<file path="config.mk">
export PLATFORM = sky130hd
export DESIGN_NAME = lca_alert
export DESIGN_NICKNAME = d
export VERILOG_FILES = /design/src/rtl/lca_pkg.sv /design/src/rtl/lca_cfg_reg.sv /design/src/rtl/lca_compare.sv /design/src/rtl/lca_arm_ctrl.sv /design/src/rtl/lca_alert.sv
export SDC_FILE = /design/constraint.sdc
export NUM_CORES = 1
export LEC_CHECK = 0
export BUFFER_PORTS_ARGS = -buffer_cell sky130_fd_sc_hd__buf_2
export CORE_UTILIZATION = 40
export DETAILED_ROUTE_END_ITERATION = 10
export GPL_TIMING_DRIVEN = 0
export PLACE_DENSITY = 0.82
export REMOVE_ABC_BUFFERS = 1
export SYNTH_ARGS = -nofsm -noshare
export SYNTH_HDL_FRONTEND = slang
export SYNTH_SLANG_ARGS = --single-unit
</file>
<file path="constraint.sdc">
create_clock -name clk -period 2.67 [get_ports clk]
set_clock_uncertainty 0.1 [all_clocks]
set_input_delay 0.267 -clock clk [delete_from_list [all_inputs] [get_ports clk]]
set_output_delay 0.267 -clock clk [all_outputs]
set_load 0.05 [all_outputs]
</file>
<file path="src/rtl/lca_pkg.sv">
package lca_pkg;
    localparam int unsigned CHG_W     = 16;
    localparam int unsigned PCT_W     = 8;
    localparam int unsigned THR_W     = 5;
    localparam int unsigned THR_SPAN  = 1 << THR_W;
    localparam logic [THR_W-1:0] THR_RESET = 5'h1C;

    typedef logic [THR_W-1:0] thr_code_t;
    typedef logic [PCT_W-1:0] pct_t;

    typedef struct packed {
        logic      we;
        thr_code_t code;
        logic      flag_wd;
    } cfg_wr_t;

    typedef struct packed {
        logic strobe;
        logic below;
    } cmp_evt_t;

    typedef enum logic [1:0] {
        ARM_READY = 2'b01,
        ARM_SPENT = 2'b10
    } arm_state_t;

    function automatic pct_t thr_to_pct(input thr_code_t code);
        return pct_t'(THR_SPAN - int'(code));
    endfunction
endpackage

</file>
<file path="src/rtl/lca_cfg_reg.sv">
module lca_cfg_reg
    import lca_pkg::*;
#(
    parameter thr_code_t RESET_CODE = THR_RESET
) (
    input  logic      clk,
    input  logic      rst,
    input  cfg_wr_t   cfg_i,
    output thr_code_t thr_o
);
    thr_code_t thr_q;

    always_ff @(posedge clk) begin
        if (rst)
            thr_q <= RESET_CODE;
        else if (cfg_i.we)
            thr_q <= cfg_i.code;
    end

    assign thr_o = thr_q;
endmodule

</file>
<file path="src/rtl/lca_compare.sv">
module lca_compare
    import lca_pkg::*;
(
    input  logic             chg_valid,
    input  logic [CHG_W-1:0] chg_value,
    input  logic             doze,
    input  thr_code_t        thr_i,
    output cmp_evt_t         evt_o
);
    pct_t whole_pct;
    pct_t limit_pct;
    logic unused_frac_bits;

    assign whole_pct        = chg_value[CHG_W-1 -: PCT_W];
    assign unused_frac_bits = ^chg_value[CHG_W-PCT_W-1:0];
    assign limit_pct        = thr_to_pct(thr_i);

    always_comb begin
        evt_o.strobe = chg_valid & ~doze;
        evt_o.below  = whole_pct < limit_pct;
    end
endmodule

</file>
<file path="src/rtl/lca_arm_ctrl.sv">
module lca_arm_ctrl
    import lca_pkg::*;
(
    input  logic     clk,
    input  logic     rst,
    input  cmp_evt_t evt_i,
    input  logic     clr_req,
    output logic     flag_o,
    output logic     armed_o
);
    arm_state_t state_q, state_d;
    logic       flag_q, flag_d;
    logic       fire;

    assign fire = evt_i.strobe & evt_i.below & (state_q == ARM_READY);

    always_comb begin
        state_d = state_q;
        if (fire)
            state_d = ARM_SPENT;
        else if (evt_i.strobe && !evt_i.below)
            state_d = ARM_READY;

        flag_d = flag_q;
        if (fire)
            flag_d = 1'b1;
        else if (clr_req)
            flag_d = 1'b0;
    end

    always_ff @(posedge clk) begin
        if (rst) begin
            state_q <= ARM_READY;
            flag_q  <= 1'b0;
        end else begin
            state_q <= state_d;
            flag_q  <= flag_d;
        end
    end

    assign flag_o  = flag_q;
    assign armed_o = (state_q == ARM_READY);
endmodule

</file>
<file path="src/rtl/lca_alert.sv">
module lca_alert
    import lca_pkg::*;
#(
    parameter thr_code_t RESET_CODE = THR_RESET
) (
    input  logic             clk,
    input  logic             rst,
    input  logic             chg_valid,
    input  logic [CHG_W-1:0] chg_value,
    input  logic             doze,
    input  logic             cfg_we,
    input  logic [THR_W-1:0] cfg_thr,
    input  logic             cfg_flag_wd,
    output logic             alert_n,
    output logic             alert_flag,
    output logic [THR_W-1:0] thr_code
);
    cfg_wr_t   cfg_w;
    thr_code_t thr_w;
    cmp_evt_t  cmp_evt;
    logic      cmp_below;
    logic      armed_w;
    logic      flag_w;

    assign cfg_w = '{we: cfg_we, code: cfg_thr, flag_wd: cfg_flag_wd};

    lca_cfg_reg #(.RESET_CODE(RESET_CODE)) u_cfg (
        .clk   (clk),
        .rst   (rst),
        .cfg_i (cfg_w),
        .thr_o (thr_w)
    );

    lca_compare u_cmp (
        .chg_valid (chg_valid),
        .chg_value (chg_value),
        .doze      (doze),
        .thr_i     (thr_w),
        .evt_o     (cmp_evt)
    );

    lca_arm_ctrl u_arm (
        .clk     (clk),
        .rst     (rst),
        .evt_i   (cmp_evt),
        .clr_req (cfg_we & ~cfg_flag_wd),
        .flag_o  (flag_w),
        .armed_o (armed_w)
    );

    assign cmp_below  = cmp_evt.below;
    assign alert_flag = flag_w;
    assign alert_n    = ~flag_w;
    assign thr_code   = thr_w;
endmodule

</file>
==> results of run 1 <==
==> per-stage QoR <==
step | instances | utilization, % | hold slack (ns) | instance area [um2]
detailed placement | 94 | 56.71 | 0.3808 | 655.6
CTS | 97 | 58.66 | 0.1268 | 678.2
global route | 97 | 58.66 | 0.1256 | 678.2
floorplan | 55 | - | 0.2394 | 513.0
global placement | 94 | 56.71 | 0.3722 | 655.6
finish | 97 | 58.66 | 0.1305 | 678.2
==> routing by layer <==
metal | vias up | part of all wire (%) | track usage [%]
li1 | 258 | - | -
met5 | - | 0 | 0
met1 | 218 | 43 | 21.01
met3 | 2 | 4.7 | 4.651
met2 | 18 | 51 | 33.90
met4 | 0 | 1.2 | 8.036
==> state kept, by name, summed over array words and instances, names as in the netlist <==
register,cells
u_arm.flag_o,1
u_arm.state_q,2
u_cfg.thr_o,5
==> cells by family after synthesis <==
| family | after synthesis | synth area share (%) |
|---|---|---|
| xor+xnor | 3 | 5.013 |
| flops | 8 | 30.55 |
| fa+ha+maj | 6 | 14.32 |
| simple gates | 17 | 18.38 |
| compound gates | 14 | 22.20 |
| buf+inv | 7 | 5.728 |
| mux | 2 | 3.819 |
==> placed cells by master, fill, tap and decap left out <==
| master | n |
|---|---|
| a211o_1 | 4 |
| a211oi_1 | 1 |
| a21o_1 | 1 |
| a21oi_1 | 1 |
| buf_2 | 25 |
| clkbuf_4 | 3 |
| dfxtp_1 | 8 |
| ha_1 | 6 |
| inv_1 | 5 |
| mux2i_1 | 2 |
| nand2_1 | 2 |
| nor2_1 | 4 |
| nor2b_1 | 4 |
| nor3_1 | 1 |
| nor3b_1 | 1 |
| o211a_1 | 1 |
| o211ai_1 | 3 |
| o21a_1 | 1 |
| o21ai_0 | 1 |
| o41ai_2 | 1 |
| or3_1 | 3 |
| or3b_1 | 1 |
| or3b_2 | 1 |
| xnor2_1 | 2 |
| xor2_1 | 1 |
==> worst paths after layout <==
check	end	depth (start not counted)	slack [ns]
setup / recovery	u_arm.flag_o$_SDFFE_PP0P_	6	0.20
hold / removal	u_cfg.thr_o[4]$_SDFFE_PP1P_	2	0.13
setup reg to reg	u_arm.flag_o$_SDFFE_PP0P_	6	0.20
hold reg to reg	u_cfg.thr_o[1]$_SDFFE_PP0P_	2	0.45
==> where the power goes <==
| group | total [mW] | switching, mW | internal [mW] |
|---|---|---|---|
| sequential | 0.134 | 0.00678 | 0.127 |
| combinational | 0.0960 | 0.0559 | 0.0401 |
| clock | 0.0907 | 0.0393 | 0.0513 |
==> critical path, stage by stage, from the launching register on <==
cell	delay, ns
dfxtp_1	0.34
or3_1	0.41
or3_1	0.34
ha_1	0.18
or3_1	0.38
or3b_1	0.38
o41ai_2	0.23
==> area by class of cell <==
class	instances	area share, %
Clock buffer	3	3.321
Inverter	5	2.768
Multi-Input combinational cell	42	49.26
Sequential cell	8	23.62
Tap cell	14	2.583
Timing Repair Buffer	25	18.45
==> results.sh, run 1 <==
export IMPL_status="complete, no violations"
export IMPL_hold_path_startpoint="cfg_thr[4]"
export IMPL_track_usage_pct=19.00
export IMPL_core_um2=1156
export IMPL_start_util_pct=45.35
export IMPL_grt_max_degree=10
export IMPL_critPathCaptureType="flip-flop"
export IMPL_synthArstFlopShare_pct=0
export IMPL_seq_area_um2=160.2
export IMPL_yosysTopAreaCellShare_pct=30.55
export IMPL_min_path_type="in -> reg"
export IMPL_ys_warn_count=0
export IMPL_drt_pass1_iter_count=2
export IMPL_drc=0
export IMPL_io_buffers=25
export IMPL_syn_area_um2=524.3
export IMPL_ys_seq_area_share_pct=30.55
export IMPL_antenna_found_initial=0
export IMPL_wl_per_cell_um=11.72
export IMPL_crit_path_start_kind="flip-flop"
export IMPL_clk_pin_slew_ns=0.05
export IMPL_cts_setup_buffers=0
export IMPL_leakagePower_nw=0.3348
export IMPL_worst_path_max_fanout=5
export IMPL_synth_distinct_cells=25
export IMPL_dieHeight_um=38.20
export IMPL_fin_setup_tns_ns=0
export IMPL_cts_root_buf="clkbuf_4"
export IMPL_syn_area_per_cell_um2=9.197
export IMPL_fp_row_count=12
export IMPL_hold_viol=0
export IMPL_required_ns=2.71
export IMPL_final_nets=118
export IMPL_vias_per_cell=5.113
export IMPL_r2r_start="u_cfg.thr_o[0]$_SDFFE_PP0P_"
export IMPL_critPathKind="reg -> reg"
export IMPL_synth_area_leaders="dfxtp_1 31%, ha_1 14%, a211o_1 6.7%"
export IMPL_syn_inst=57
export IMPL_die_w_um=38.20
export IMPL_setup_viol=0
export IMPL_yosysMostFrequentCell="dfxtp_1"
export IMPL_p_per_area_nw_per_um2=472.2
export IMPL_multi_input_area_um2=334.1
export IMPL_numCtsBuffers=3
export IMPL_synth_edf_count=0
export IMPL_clk_latency_ns=0.25
export IMPL_synth_common_cells="8 x dfxtp_1, 6 x ha_1, 5 x inv_1"
export IMPL_netlist_top_cell_by_area="dfxtp_1"
export IMPL_max_clock_freq_ghz=0.4052
export IMPL_hpwlAfterDp_um=976.6
export IMPL_cts_resized=0
export IMPL_grt_pass1_wl_mm=1.890
export IMPL_antenna_cells=0
export IMPL_grt_ovfl_total=0
export IMPL_max_cap_violations=0
export IMPL_synth_main_ff_cell="dfxtp_1"
export IMPL_drive_gt1_share_pct=36.14
export IMPL_ant_nets=0
export IMPL_wirelength_mm=1.137
export IMPL_timing_slew_headroom_pct=80.07
export IMPL_rsz0062_at_grt="false"
export IMPL_io_pins=34
export IMPL_cts_tree="built"
export IMPL_power_mw=0.3202
export IMPL_cp_startpoint="u_cfg.thr_o[0]$_SDFFE_PP0P_"
export IMPL_ys_ff_latch=8
export IMPL_dieArea_um2=1459
export IMPL_cts_max_level=1
export IMPL_fillers=108
export IMPL_pre_cts_slack_ns=0.2181
export IMPL_syn2layout_area_growth_pct=29.36
export IMPL_grt_pass1_vias=471
export IMPL_num_vias=496
export IMPL_final_min_clock_period_ns=2.468
export IMPL_first_iter_violations=4
export IMPL_tightestPinTransition_ns=0.2971
export IMPL_postCtsHoldBufs=0
export IMPL_fin_ws_ns=0.2021
export IMPL_gp_congestion=0.7745
export IMPL_cts_buffer_depth=2
export IMPL_finalMaxSlewViolations=0
export IMPL_cts_sinks=8
export IMPL_crit_arrival_ns=2.51
export IMPL_fin_crit_sh_pct=92.43
export IMPL_vdd_drop_max_mv=0.3419
Power figures use the tool's default switching activity.
==> run 2, diff against run 1 <==
- ABC_AREA: not set -> 1
- CORE_UTILIZATION: 40 -> 39
- PLACE_DENSITY: 0.82 -> 0.81
==> run 2 against run 1 <==
Wire length is 19% lower; register-to-register slack improved by 0.70 ns; design area is 0.74% lower; sequential power shrank 4%; clock power shrank 2.5%; critical path depth grew 3; maximum frequency up 39%; total power shrank 4.2%; flip-flop and latch count is the same; largest power group unchanged.
==> results.sh, run 2 <==
export IMPL_cts_setup_buffers=0
export IMPL_final_min_clock_period_ns=1.771
export IMPL_gp_congestion=0.6830
export IMPL_critPathCaptureType="flip-flop"
export IMPL_postCtsHoldBufs=0
export IMPL_fp_row_count=12
export IMPL_grt_max_degree=8
export IMPL_core_um2=1156
export IMPL_wl_per_cell_um=8.044
export IMPL_die_w_um=38.09
export IMPL_io_pins=34
export IMPL_syn_inst=72
export IMPL_numCtsBuffers=3
export IMPL_whs_ns=0.1359
export IMPL_clk_latency_ns=0.25
export IMPL_crit_path_start_kind="flip-flop"
export IMPL_cts_max_level=1
export IMPL_tightestPinTransition_ns=0.2508
export IMPL_grt_pass1_wl_mm=1.683
export IMPL_setup_viol=0
export IMPL_synth_common_cells="16 x inv_1, 15 x nand2_1, 8 x dfxtp_1"
export IMPL_required_ns=2.70
export IMPL_dieHeight_um=38.09
export IMPL_cts_root_buf="clkbuf_4"
export IMPL_grt_ovfl_total=0
export IMPL_rsz0062_at_grt="false"
export IMPL_cts_buffer_depth=2
export IMPL_antenna_found_initial=0
export IMPL_synth_main_ff_cell="dfxtp_1"
export IMPL_syn2layout_area_growth_pct=32.51
export IMPL_cts_sinks=8
export IMPL_cts_resized=0
export IMPL_synth_distinct_cells=13
export IMPL_clk_pin_slew_ns=0.05
export IMPL_hpwlAfterDp_um=802.8
export IMPL_multi_input_area_um2=287.8
export IMPL_final_cell_mix="25 x buf_2, 16 x inv_1, 15 x nand2_1"
export IMPL_cts_tree="built"
export IMPL_ys_ff_latch=8
export IMPL_io_buffers=25
export IMPL_dieArea_um2=1451
export IMPL_critPathKind="reg -> reg"
export IMPL_fillers=112
export IMPL_min_path_type="in -> reg"
export IMPL_timing_slew_headroom_pct=83.39
export IMPL_vias_per_cell=4.360
export IMPL_status="complete, no violations"
export IMPL_synth_edf_count=0
export IMPL_hold_viol=0
export IMPL_p_per_area_nw_per_um2=455.5
export IMPL_max_cap_violations=0
export IMPL_vdd_drop_max_mv=0.2882
export IMPL_worst_path_max_fanout=3
export IMPL_drive_gt1_share_pct=31.00
export IMPL_grt_pass1_vias=458
export IMPL_ys_seq_area_share_pct=31.53
export IMPL_crit_arrival_ns=1.80
export IMPL_finalMaxSlewViolations=0
export IMPL_first_iter_violations=6
export IMPL_wirelength_um=917
export IMPL_syn_area_per_cell_um2=7.055
export IMPL_track_usage_pct=16.85
export IMPL_syn_area_um2=508.0
export IMPL_antenna_cells=0
export IMPL_yosysMostFrequentCell="inv_1"
export IMPL_mostFrequentLayoutCell="buf_2"
export IMPL_yosysTopAreaCellShare_pct=31.53
export IMPL_largest_register_ffs=5
export IMPL_seq_area_um2=160.2
export IMPL_fin_setup_tns_ns=0
export IMPL_leakagePower_nw=0.3853
export IMPL_num_vias=497
export IMPL_drc=0
export IMPL_synth_area_leaders="dfxtp_1 32%, ha_1 15%, inv_1 12%"
export IMPL_max_clock_freq_ghz=0.5647
export IMPL_final_nets=135
export IMPL_ys_warn_count=0
export IMPL_drt_pass1_iter_count=3
export IMPL_netlist_top_cell_by_area="dfxtp_1"
export IMPL_synthArstFlopShare_pct=0
export IMPL_fin_crit_sh_pct=66.33
export IMPL_start_util_pct=43.94
export IMPL_ant_nets=0
[run 2: cell types whose count changed in the layout (fill, tap and decap cells not counted), moves of 2 or more]
cell      change
a211o_1       -4
a21oi_1       +6
inv_1        +11
mux2i_1       -2
nand2_1      +13
nand3_1       +3
nor2b_1       -4
o211ai_1      -3
o21ai_0       +5
or3_1         -3
xnor2_1       -2
xor2_1        +2
[run 2: power by group]
part           total (mW)  internal, mW  switching, mW  leakage, nW
clock network      0.0884        0.0512         0.0372       0.0138
logic              0.0894        0.0341         0.0553        0.306
registers           0.129         0.126        0.00326       0.0659
[run 2: final cells by class]
type                    instances  share of cell area, %
multi-input cells              48                  42.75
flip-flops and latches          8                  23.79
repair buffers                 25                  18.59
inverters                      16                  8.922
clock buffers                   3                  3.346
well taps                      14                  2.602
[run 2: worst max-delay path, cell delays in order, from the launching register on]
cell and delay, ns:
dfxtp_1 0.31, inv_1 0.09, ha_1 0.18, nand3_1 0.10
xor2_1 0.15, ha_1 0.20, a211oi_2 0.27, nand3_2 0.13
nand2_1 0.07, nand3_1 0.06
[run 2: per-stage QoR]
stage / setup slack, ns / utilization [%] / std cells / area (um2) / total power, mW
5_1_grt: 0.6627 / 58.23 / 114 / 673.1 / 0.3324
4_1_cts: 0.8789 / 58.23 / 114 / 673.1 / 0.3115
2_1_floorplan: 0.5951 / - / 72 / 508.0 / 0.1937
6_report: 0.8990 / 58.23 / 114 / 673.1 / 0.3066
3_5_place_dp: 0.8890 / 56.28 / 111 / 650.6 / 0.2217
3_3_place_gp: 0.9122 / 56.28 / 111 / 650.6 / 0.2188
[run 2: metal layers]
| layer | wire length, um | vias to the layer above | global-route usage [%] |
|---|---|---|---|
| met4 | 10 | 0 | 13.39 |
| met2 | 387 | 18 | 25.00 |
| met3 | 69 | 2 | 1.744 |
| met5 | 0 | - | 0 |
| li1 | - | 285 | - |
| met1 | 450 | 192 | 21.86 |
[run 2: worst paths after layout]
path	slack, ns	startpoint	endpoint	depth (start not counted)
worst max-delay path	0.90	u_cfg.thr_o[0]$_SDFFE_PP0P_	u_arm.state_q[0]$_SDFFE_PP1P_	9
worst min-delay path	0.14	rst	u_arm.flag_o$_SDFFE_PP0P_	2
worst max register to register	0.90	u_cfg.thr_o[0]$_SDFFE_PP0P_	u_arm.state_q[0]$_SDFFE_PP1P_	9
worst min register to register	0.36	u_arm.state_q[0]$_SDFFE_PP1P_	u_arm.state_q[0]$_SDFFE_PP1P_	2
[run 2: kinds of logic (layout without fill, tap and decap cells)]
group	count (synthesis)	after routing	share of synthesized area (%)
and+or+nand+nor	25	25	21.43
xor gates and xnor gates	3	3	5.173
adders and majority gates	6	6	14.78
buffers and inverters	16	44	11.82
AOI/OAI and AO/OA	14	14	15.27
DFF	8	8	31.53
==> run 3, diff against run 2 <==
- ABC_AREA: 1 -> 0
- CORE_UTILIZATION: 39 -> 40
- PLACE_DENSITY: 0.81 -> 0.82
- clock period: 2.67 -> 1.7 ns (I/O delays scaled with it)
==> run 3 against run 2 <==
Via count grew 6.4%; sequential power rose by 63%; core utilization increased by 5.7 points; design area rose by 9.9%; combinational power up 91%; critical endpoint is now u_arm.flag_o$_SDFFE_PP0P_; clock power grew 61%; non-clock buffer count increased by 3; the flow now finishes with violations (setup timing).
==> results.sh, run 3 (synthesis gave the netlist of run 1 again) <==
export IMPL_status="finished, violations left"
export IMPL_violations="setup timing"
export IMPL_wl_per_cell_um=12.31
export IMPL_vias_per_cell=5.290
export IMPL_dieArea_um2=1459
export IMPL_r2r_start="u_cfg.thr_o[1]$_SDFFE_PP0P_"
export IMPL_required_ns=1.75
export IMPL_antenna_found_initial=0
export IMPL_largest_register_ffs=5
export IMPL_final_cell_mix="25 x buf_2, 6 x dfxtp_1, 5 x inv_1, 5 x ha_1"
export IMPL_min_path_type="in -> reg"
export IMPL_first_iter_violations=7
export IMPL_clk_pin_slew_ns=0.06
export IMPL_r2r_end="u_arm.flag_o$_SDFFE_PP0P_"
export IMPL_cp_startpoint="u_cfg.thr_o[1]$_SDFFE_PP0P_"
export IMPL_mostFrequentLayoutCell="buf_2"
export IMPL_dieHeight_um=38.20
export IMPL_postPlaceCellArea_um2=655.6
export IMPL_io_buffers=25
export IMPL_grt_max_degree=10
export IMPL_num_vias=529
export IMPL_clk_latency_ns=0.25
export IMPL_drt_pass1_iter_count=4
export IMPL_critPathKind="reg -> reg"
export IMPL_cts_tree="built"
export IMPL_dp_cells=94
export IMPL_start_util_pct=45.35
export IMPL_fin_crit_sh_pct=136.5
export IMPL_final_nets=121
export IMPL_core_um2=1156
export IMPL_hold_viol=0
export IMPL_tightestPinTransition_ns=0.3514
export IMPL_rsz0062_at_grt="true"
export IMPL_fp_row_count=12
export IMPL_cts_sinks=8
export IMPL_syn2layout_area_growth_pct=41.05
export IMPL_final_cell_count_no_fill=100
export IMPL_die_w_um=38.20
export IMPL_max_clock_freq_ghz=0.4308
export IMPL_drive_gt1_share_pct=47.67
export IMPL_drc=0
export IMPL_vdd_drop_max_mv=0.5408
export IMPL_grt_pass1_wl_mm=2.042
export IMPL_final_min_clock_period_ns=2.321
export IMPL_crit_path_start_kind="flip-flop"
export IMPL_leakagePower_nw=0.3599
export IMPL_grt_ovfl_total=0
export IMPL_fin_setup_tns_ns=-1.475
export IMPL_ant_nets=0
export IMPL_fin_util_pct=63.96
export IMPL_timing_slew_headroom_pct=76.39
export IMPL_max_cap_violations=0
export IMPL_ff2ff_setup_slack_ns=-0.62
export IMPL_setup_viol=3
export IMPL_worst_path_max_fanout=2
export IMPL_finalMaxSlewViolations=0
export IMPL_r2r_cells=6
export IMPL_cts_max_level=1
export IMPL_track_usage_pct=20.47
export IMPL_gp_congestion=0.7745
export IMPL_cts_root_buf="clkbuf_4"
export IMPL_cts_buffer_depth=2
export IMPL_p_per_area_nw_per_um2=707.1
export IMPL_crit_arrival_ns=2.37
export IMPL_final_cell_area_um2=739.5
export IMPL_fin_ws_ns=-0.6211
export IMPL_numCtsBuffers=3
export IMPL_postCtsHoldBufs=0
export IMPL_antenna_cells=0
export IMPL_hpwlAfterDp_um=976.6
export IMPL_io_pins=34
export IMPL_grt_pass1_vias=504
export IMPL_critPathCaptureType="flip-flop"
export IMPL_wirelength_mm=1.231
export IMPL_worstSetupEndpoint="u_arm.flag_o$_SDFFE_PP0P_"
run 3: cell count changes in the layout (fill, tap and decap cells not counted), moves of 3 or more:
cell / before / now
nand2_1: 15 / 2
o21ai_0: 6 / 1
o211ai_1: 0 / 3
nor2b_1: 0 / 4
or3_4: 0 / 3
a21oi_1: 7 / 1
a211o_1: 0 / 4
nand3_1: 3 / 0
inv_1: 16 / 5
buf_4: 0 / 3
run 3: worst max-delay path, stage by stage, from the launching register on:
cell,delay (ns)
dfxtp_2,0.31
or3_4,0.38
or3_4,0.34
ha_2,0.17
or3_4,0.32
or3b_4,0.39
o41ai_4,0.21
run 3: worst min-delay path by stage:
stage,start,to,slack [ns],depth (start not counted)
2_1_floorplan,rst,u_cfg.thr_o[0]$_SDFFE_PP0P_,0.14,1
3_3_place_gp,cfg_thr[2],u_cfg.thr_o[2]$_SDFFE_PP1P_,0.28,2
3_5_place_dp,cfg_thr[4],u_cfg.thr_o[4]$_SDFFE_PP1P_,0.28,2
4_1_cts,cfg_thr[4],u_cfg.thr_o[4]$_SDFFE_PP1P_,0.03,2
5_1_grt,cfg_thr[4],u_cfg.thr_o[4]$_SDFFE_PP1P_,0.03,2
6_report,cfg_thr[4],u_cfg.thr_o[4]$_SDFFE_PP1P_,0.03,2
run 3: metrics by stage:
stage               hold WS [ns]  power, mW  worst slack, ns
global placement          0.2752     0.3551          -0.7189
detailed placement        0.2838     0.3650          -0.7519
global route             0.02858     0.5521          -0.6789
floorplan                 0.1424     0.3123          -0.8107
CTS                      0.02983     0.5156          -0.7868
finish                   0.03372     0.5229          -0.6211
run 3: repair_timing:
item | CTS | global route
endpoints found under the setup margin | 3 | 3
buffers inserted | 3 | 0
pin swaps | 4 | 3
resized for setup | 5 | 4
endpoints found under the hold margin | 0 | 0
run 3: cell type report:
class	instances	area [um2]
multi-input cells	42	370.4
clock buffers	3	22.52
well taps	14	17.52
inverters	5	18.77
fillers	100	416.7
flip-flops and latches	8	162.7
repair buffers	28	147.6
run 3: layer usage:
layer / vias to the layer above / part of all wire, % / global-route usage, %
met5: - / 0 / 0
met4: 0 / 2.4 / 8.036
met2: 22 / 51 / 37.29
li1: 266 / - / -
met3: 4 / 4.5 / 4.651
met1: 237 / 42 / 22.46
run 3: report_power, final:
| part | total, mW | switching, mW | internal (mW) |
|---|---|---|---|
| registers | 0.210 | 0.00987 | 0.200 |
| clock network | 0.142 | 0.0612 | 0.0806 |
| logic | 0.171 | 0.0970 | 0.0744 |
